--- config.mk ---
export PLATFORM = sky130hd
export DESIGN_NAME = accum_cpu
export DESIGN_NICKNAME = d
export VERILOG_FILES = /design/src/rtl/accum_cpu_pkg.sv /design/src/rtl/accum_cpu_mem.sv /design/src/rtl/accum_cpu_ctrl.sv /design/src/rtl/accum_cpu_dp.sv /design/src/rtl/accum_cpu.sv
export SDC_FILE = /design/constraint.sdc
export NUM_CORES = 1
export LEC_CHECK = 0
export ABC_CLOCK_PERIOD_IN_PS = 4100
export BUFFER_PORTS_ARGS = -buffer_cell sky130_fd_sc_hd__buf_2
export CORE_UTILIZATION = 50
export DETAILED_ROUTE_END_ITERATION = 16
export HOLD_SLACK_MARGIN = 0.1
export PLACE_DENSITY = 0.68
export RECOVER_POWER = 100
export SLEW_MARGIN = 20
export SYNTH_ARGS = -nofsm -noshare
export SYNTH_HDL_FRONTEND = slang
export SYNTH_SLANG_ARGS = --single-unit
--- constraint.sdc ---
create_clock -name clk -period 4.1 [get_ports clk]
set_input_delay 0.205 -clock clk [delete_from_list [all_inputs] [get_ports clk]]
set_output_delay 0.205 -clock clk [all_outputs]
set_load 0.01 [all_outputs]
--- src/rtl/accum_cpu_pkg.sv ---
package accum_cpu_pkg;

  localparam int OP_W = 4;

  localparam logic [OP_W-1:0] OP_LOAD  = 4'b0001;
  localparam logic [OP_W-1:0] OP_ADD   = 4'b0010;
  localparam logic [OP_W-1:0] OP_SUB   = 4'b0011;
  localparam logic [OP_W-1:0] OP_STORE = 4'b0101;
  localparam logic [OP_W-1:0] OP_HALT  = 4'b1111;

  typedef enum logic [2:0] {
    ST_FETCH_ADDR,
    ST_FETCH_READ,
    ST_FETCH_LATCH,
    ST_DECODE,
    ST_EXEC_ADDR,
    ST_EXEC_DATA,
    ST_EXEC_DO,
    ST_HALTED
  } state_e;

  typedef enum logic [1:0] {
    ACC_HOLD,
    ACC_LOAD,
    ACC_ADD,
    ACC_SUB
  } acc_op_e;

  typedef struct packed {
    logic    marFromPc;
    logic    marFromCir;
    logic    mdrFromMem;
    logic    mdrFromAcc;
    logic    cirFromMdr;
    logic    pcInc;
    acc_op_e accOp;
    logic    memWrite;
  } strobe_t;

endpackage

--- src/rtl/accum_cpu_mem.sv ---
module accum_cpu_mem #(
  parameter int DATA_W = 8,
  parameter int ADDR_W = 4
) (
  input  logic              clk,
  input  logic              loadEn,
  input  logic [ADDR_W-1:0] loadAddr,
  input  logic [DATA_W-1:0] loadData,
  input  logic              wrEn,
  input  logic [ADDR_W-1:0] wrAddr,
  input  logic [DATA_W-1:0] wrData,
  input  logic [ADDR_W-1:0] rdAddr,
  output logic [DATA_W-1:0] rdData
);
  localparam int DEPTH = 1 << ADDR_W;

  logic [DATA_W-1:0] words [DEPTH];

  always_ff @(posedge clk) begin
    if (loadEn) begin
      words[loadAddr] <= loadData;
    end else if (wrEn) begin
      words[wrAddr] <= wrData;
    end
  end

  // read word is captured by the data register on the next edge
  assign rdData = words[rdAddr];

endmodule

--- src/rtl/accum_cpu_ctrl.sv ---
module accum_cpu_ctrl
  import accum_cpu_pkg::*;
(
  input  logic            clk,
  input  logic            rst,
  input  logic [OP_W-1:0] opcode,
  output strobe_t         strobe,
  output logic            halted
);
  state_e state;
  state_e nextState;
  logic   isMemOp;

  assign isMemOp = (opcode == OP_LOAD) || (opcode == OP_ADD) ||
                   (opcode == OP_SUB)  || (opcode == OP_STORE);

  always_ff @(posedge clk) begin
    if (rst) begin
      state <= ST_FETCH_ADDR;
    end else begin
      state <= nextState;
    end
  end

  always_comb begin
    strobe    = '0;
    nextState = state;
    unique case (state)
      ST_FETCH_ADDR: begin
        strobe.marFromPc = 1'b1;
        nextState        = ST_FETCH_READ;
      end
      ST_FETCH_READ: begin
        strobe.mdrFromMem = 1'b1;
        nextState         = ST_FETCH_LATCH;
      end
      ST_FETCH_LATCH: begin
        strobe.cirFromMdr = 1'b1;
        strobe.pcInc      = 1'b1;
        nextState         = ST_DECODE;
      end
      ST_DECODE: begin
        if (opcode == OP_HALT) begin
          nextState = ST_HALTED;
        end else if (isMemOp) begin
          nextState = ST_EXEC_ADDR;
        end else begin
          nextState = ST_FETCH_ADDR;
        end
      end
      ST_EXEC_ADDR: begin
        strobe.marFromCir = 1'b1;
        nextState         = ST_EXEC_DATA;
      end
      ST_EXEC_DATA: begin
        if (opcode == OP_STORE) begin
          strobe.mdrFromAcc = 1'b1;
        end else begin
          strobe.mdrFromMem = 1'b1;
        end
        nextState = ST_EXEC_DO;
      end
      ST_EXEC_DO: begin
        if (opcode == OP_LOAD) begin
          strobe.accOp = ACC_LOAD;
        end else if (opcode == OP_ADD) begin
          strobe.accOp = ACC_ADD;
        end else if (opcode == OP_SUB) begin
          strobe.accOp = ACC_SUB;
        end else begin
          strobe.memWrite = 1'b1;
        end
        nextState = ST_FETCH_ADDR;
      end
      ST_HALTED: begin
        nextState = ST_HALTED;
      end
      default: begin
        nextState = ST_FETCH_ADDR;
      end
    endcase
  end

  assign halted = (state == ST_HALTED);

endmodule

--- src/rtl/accum_cpu_dp.sv ---
module accum_cpu_dp
  import accum_cpu_pkg::*;
#(
  parameter int DATA_W = 8,
  parameter int ADDR_W = 4
) (
  input  logic              clk,
  input  logic              rst,
  input  strobe_t           strobe,
  input  logic [DATA_W-1:0] memRdata,
  output logic [ADDR_W-1:0] pcQ,
  output logic [ADDR_W-1:0] marQ,
  output logic [DATA_W-1:0] mdrQ,
  output logic [DATA_W-1:0] cirQ,
  output logic [DATA_W-1:0] accQ,
  output logic [OP_W-1:0]   opcode
);
  logic [DATA_W-1:0] aluOut;

  assign opcode = cirQ[DATA_W-1 -: OP_W];

  always_comb begin
    unique case (strobe.accOp)
      ACC_LOAD: aluOut = mdrQ;
      ACC_ADD:  aluOut = accQ + mdrQ;
      ACC_SUB:  aluOut = accQ - mdrQ;
      default:  aluOut = accQ;
    endcase
  end

  always_ff @(posedge clk) begin
    if (rst) begin
      pcQ  <= '0;
      marQ <= '0;
      mdrQ <= '0;
      cirQ <= '0;
      accQ <= '0;
    end else begin
      if (strobe.marFromPc) begin
        marQ <= pcQ;
      end else if (strobe.marFromCir) begin
        marQ <= cirQ[ADDR_W-1:0];
      end
      if (strobe.mdrFromMem) begin
        mdrQ <= memRdata;
      end else if (strobe.mdrFromAcc) begin
        mdrQ <= accQ;
      end
      if (strobe.cirFromMdr) begin
        cirQ <= mdrQ;
      end
      if (strobe.pcInc) begin
        pcQ <= pcQ + 1'b1;
      end
      accQ <= aluOut;
    end
  end

endmodule

--- src/rtl/accum_cpu.sv ---
module accum_cpu
  import accum_cpu_pkg::*;
#(
  parameter int DATA_W = 8,
  parameter int ADDR_W = 4
) (
  input  logic              clk,
  input  logic              rst,
  input  logic              loadEn,
  input  logic [ADDR_W-1:0] loadAddr,
  input  logic [DATA_W-1:0] loadData,
  output logic [ADDR_W-1:0] pc,
  output logic [DATA_W-1:0] acc,
  output logic              halted,
  output logic              storeEn,
  output logic [ADDR_W-1:0] storeAddr,
  output logic [DATA_W-1:0] storeData
);
  strobe_t           strobe;
  logic [OP_W-1:0]   opcode;
  logic [ADDR_W-1:0] marQ;
  logic [DATA_W-1:0] mdrQ;
  logic [DATA_W-1:0] cirQ;
  logic [DATA_W-1:0] memRdata;

  accum_cpu_ctrl uCtrl (
    .clk    (clk),
    .rst    (rst),
    .opcode (opcode),
    .strobe (strobe),
    .halted (halted)
  );

  accum_cpu_dp #(.DATA_W(DATA_W), .ADDR_W(ADDR_W)) uDp (
    .clk      (clk),
    .rst      (rst),
    .strobe   (strobe),
    .memRdata (memRdata),
    .pcQ      (pc),
    .marQ     (marQ),
    .mdrQ     (mdrQ),
    .cirQ     (cirQ),
    .accQ     (acc),
    .opcode   (opcode)
  );

  accum_cpu_mem #(.DATA_W(DATA_W), .ADDR_W(ADDR_W)) uMem (
    .clk      (clk),
    .loadEn   (loadEn),
    .loadAddr (loadAddr),
    .loadData (loadData),
    .wrEn     (strobe.memWrite),
    .wrAddr   (marQ),
    .wrData   (mdrQ),
    .rdAddr   (marQ),
    .rdData   (memRdata)
  );

  assign storeEn   = strobe.memWrite;
  assign storeAddr = marQ;
  assign storeData = mdrQ;

endmodule

==> run summary <==
OUTCOME
-----------------------------------------------------------------------------------------
Outcome                                                                      finished, final reports clean

TIMING
-----------------------------------------------------------------------------------------
Worst hold margin                                                                294.5 ps
Hold violation count in the final report                                                0
Final setup violation count                                                             0
Worst slew slack as a fraction of its limit                                        27.04%
Tightest Pin Transition                                                           1093 ps
Minimum period implied by the final worst setup slack                             3418 ps
Setup repair after global routing missed its margin                                    no
Total count of max-transition violations in the final report                            0
Crit share post-route                                                              83.38%
Max Fclk                                                                       0.2925 GHz
Worst Clk Skew                                                                   13.09 ps
Final setup TNS                                                                      0 ps

POWER
-----------------------------------------------------------------------------------------
Leakage power                                                                 0.002612 µW
Overall power of the completed layout                                             3882 µW
Largest voltage drop on the vdd net                                             0.3477 mV
PwrDens                                                                      480.9 mW/mm²

YOSYS
-----------------------------------------------------------------------------------------
Mean cell area of the mapped netlist                                            15.25 µm²
Syn Nets                                                                              498
Proportion of register bits with asynchronous set or reset after synthesis             0%
Sequential area share after synthesis                                              64.10%
Number of synthesized flops with an enable pin                                        128
Post-Synthesis Cells                                                                  473
Flip-flop and latch count after synthesis                                             167
Synthesis Warnings                                                                      0
Number of distinct library cells after synthesis                                       55
Ys flop type                                                                     edfxtp_1
Post-synthesis instance area                                                 0.007214 mm²

CLOCKING
-----------------------------------------------------------------------------------------
Cells resized by post-CTS repair                                                        0
Number of sinks handled by clock tree synthesis                                       167
Hold Buf Count CTS                                                                      0
Number of buffers created by CTS                                                       17
Clock Pin Slew Worst Setup and Hold Paths                                           70 ps
Master cell of the clock root buffer                                            clkbuf_16
CTS tree                                                                              yes
Buffers inserted during post-CTS setup optimization                                     0
CTS H-tree depth                                                                        4
Clk Latency, worst-skew pair                                                       430 ps
Clk buf depth                                                                           2

FLOW RUN
-----------------------------------------------------------------------------------------
Maximum Capacitance Violations                                                          0

WORST SETUP PATH
-----------------------------------------------------------------------------------------
Gate family responsible for the most delay along the worst path              simple AND/OR/NAND/NOR gates
Arr. time, crit path                                                              3470 ps
Crit path capture type                                                           register
Worst path required time                                                          4150 ps
Critical path class                                                               reg2reg
Crit path launch type                                                            register
Highest net fanout along the worst path                                                12
Ordered list of cells on the worst path                                      nand3b_1 > a211oi_4 > mux2i_1 > nand2b_1 > nor2_1
Buffer and inverter count on the worst path                                             0
Maximum single-stage delay on the critical path                                    730 ps
Slowest stage cell, crit path                                                      nor2_1

FINAL LAYOUT
-----------------------------------------------------------------------------------------
Count of non-filler cells in the finished layout                                      704
Fin nets                                                                              537
Share of post-route cells with drive strength above 1                              17.94%
Final antenna diode count                                                               0
Synthesis-to-layout area growth                                                    11.90%

PLACEMENT
-----------------------------------------------------------------------------------------
Placer congestion estimate                                                         0.9052
DP Cell Count                                                                         673
DPL Wire Length                                                                 10,720 µm
Total of buffers placed on input and output ports                                      40

GLOBAL ROUTE
-----------------------------------------------------------------------------------------
Number of global-route vias before repair                                           4,269
Tot GR Track Use                                                                   23.79%
Initial antenna violation count                                                         0
Remaining global-route overflow                                                         0
First-pass GRT wire length                                                      24,980 µm
Maximum number of pins on one net before global-route repair                           37

FLOORPLANNING
-----------------------------------------------------------------------------------------
Core area                                                                     0.01399 mm²
Count of boundary I/O pins                                                             41
Starting density of the core                                                       51.57%
Die Wd                                                                           122.1 µm
Area enclosed by the die boundary                                             0.01491 mm²
Die height                                                                       122.1 µm
Total number of placement rows                                                         43

DRT
-----------------------------------------------------------------------------------------
Routed via count                                                                    4,213
Final ANT Viol Nets                                                                     0
Total routed wirelength                                                         16,020 µm
First DRT Iteration DRCs                                                              421
Vias per std cell                                                                   5.984
First drt pass iteration count                                                          4
DR WL/cell                                                                       22.76 µm
Drc violations                                                                          0

HOLD PATH
-----------------------------------------------------------------------------------------
Worst min-delay path category                                                      in2reg

==> layout by cell type (no fill, tap or decap), types with 3 or more instances in the layout <==
cell / count
mux4_2: 32
and3_1: 3
ha_1: 9
clkinv_4: 5
nor2b_1: 3
nand3b_1: 3
buf_4: 3
xnor2_1: 8
a211oi_1: 8
clkbuf_16: 17
buf_2: 14
mux2_1: 8
a22o_1: 8
dfxtp_1: 37
nor2_1: 53
inv_1: 7
edfxtp_1: 128
a21oi_1: 13
o21ai_0: 7
nor4_1: 7
clkbuf_1: 28
nand2b_1: 5
nor4b_1: 3
nor3_1: 14
nand2_1: 19
mux2i_1: 33
xor2_1: 3
a2111oi_0: 4
==> area by class of cell <==
type / instances / area (µm²)
Tap cell: 180 / 225.2
Timing Repair Buffer: 45 / 197.7
Sequential cell: 167 / 4627
Inverter: 7 / 26.28
Clock buffer: 17 / 425.4
Multi-Input combinational cell: 274 / 2401
Clock inverter: 14 / 170.2
Fill cell: 1099 / 5916
==> worst register-to-register path, stage by stage (launching register included) <==
cell and delay [ps]:
dfxtp_1 660, nand3b_1 380, a211oi_4 690, mux2i_1 380, nand2b_1 190, nor2_1 740
==> worst paths after layout <==
kind              slack [ps]           start               end  cells after the start
hold / removal           290             rst       uDp.cirQ[4]                      2
setup / recovery         680  uCtrl.state[2]  uMem.words[6][4]                      5
hold reg to reg          500     uDp.cirQ[3]       uDp.cirQ[3]                      2
setup reg to reg         680  uCtrl.state[2]  uMem.words[6][4]                      5
==> power by group <==
| part | internal, µW | switching (µW) | leakage (µW) | total, µW |
|---|---|---|---|---|
| combinational | 162 | 196 | 0.000843 | 358 |
| sequential | 1860 | 67.7 | 0.00148 | 1930 |
| clock | 912 | 686 | 0.000294 | 1600 |
==> metal layers <==
metal | up-vias | track usage, % | routed length (µm)
met5 | - | 0 | 0
met2 | 134 | 38.17 | 8001
met3 | 13 | 5.150 | 970
met4 | 0 | 11.13 | 192
li1 | 1917 | - | -
met1 | 2149 | 30.90 | 6855
==> synth_stat cells, types with 5 or more instances <==
library cell	instances	share of area [%]
a211oi_1	8	0.83
a21oi_1	13	0.90
a22o_1	8	0.97
buf_2	9	0.62
clkbuf_1	8	0.42
dfxtp_1	39	11
edfxtp_1	128	53
ha_1	9	1.6
inv_1	7	0.36
mux2_2	9	1.4
mux2i_1	33	4.6
mux4_2	32	10
nand2_1	19	0.99
nand2b_1	5	0.43
nor2_1	53	2.8
nor3_1	14	0.97
nor4_1	7	0.61
o21ai_0	7	0.49
xnor2_1	8	0.97
==> state kept, by name (all words and copies together), names as in the netlist, named ones only <==
signal       flops
uDp.cirQ         8
uDp.pcQ          4
uDp.accQ         8
uCtrl.state      3
uMem.words     128
uDp.marQ         4
uDp.mdrQ         8
==> stage by stage <==
step	utilization [%]	setup slack (ps)	cell area, µm²
finish	57.71	681.5	8073
global route	57.71	439.8	8073
CTS	58.22	915.8	8144
detailed placement	53.96	918.1	7548
global placement	53.94	998.8	7546
floorplan	-	1269	7214
==> logic make-up after synthesis <==
| kind of cell | after synthesis | synth area share [%] |
|---|---|---|
| xor gates and xnor gates | 11 | 1.336 |
| muxes | 74 | 15.97 |
| and+or+nand+nor | 123 | 8.637 |
| DFF | 167 | 64.10 |
| adders and majority gates | 10 | 1.838 |
| buffers and inverters | 32 | 2.185 |
| AOI/OAI and AO/OA | 56 | 5.931 |
Note: power is estimated with default switching activity, not from simulation.
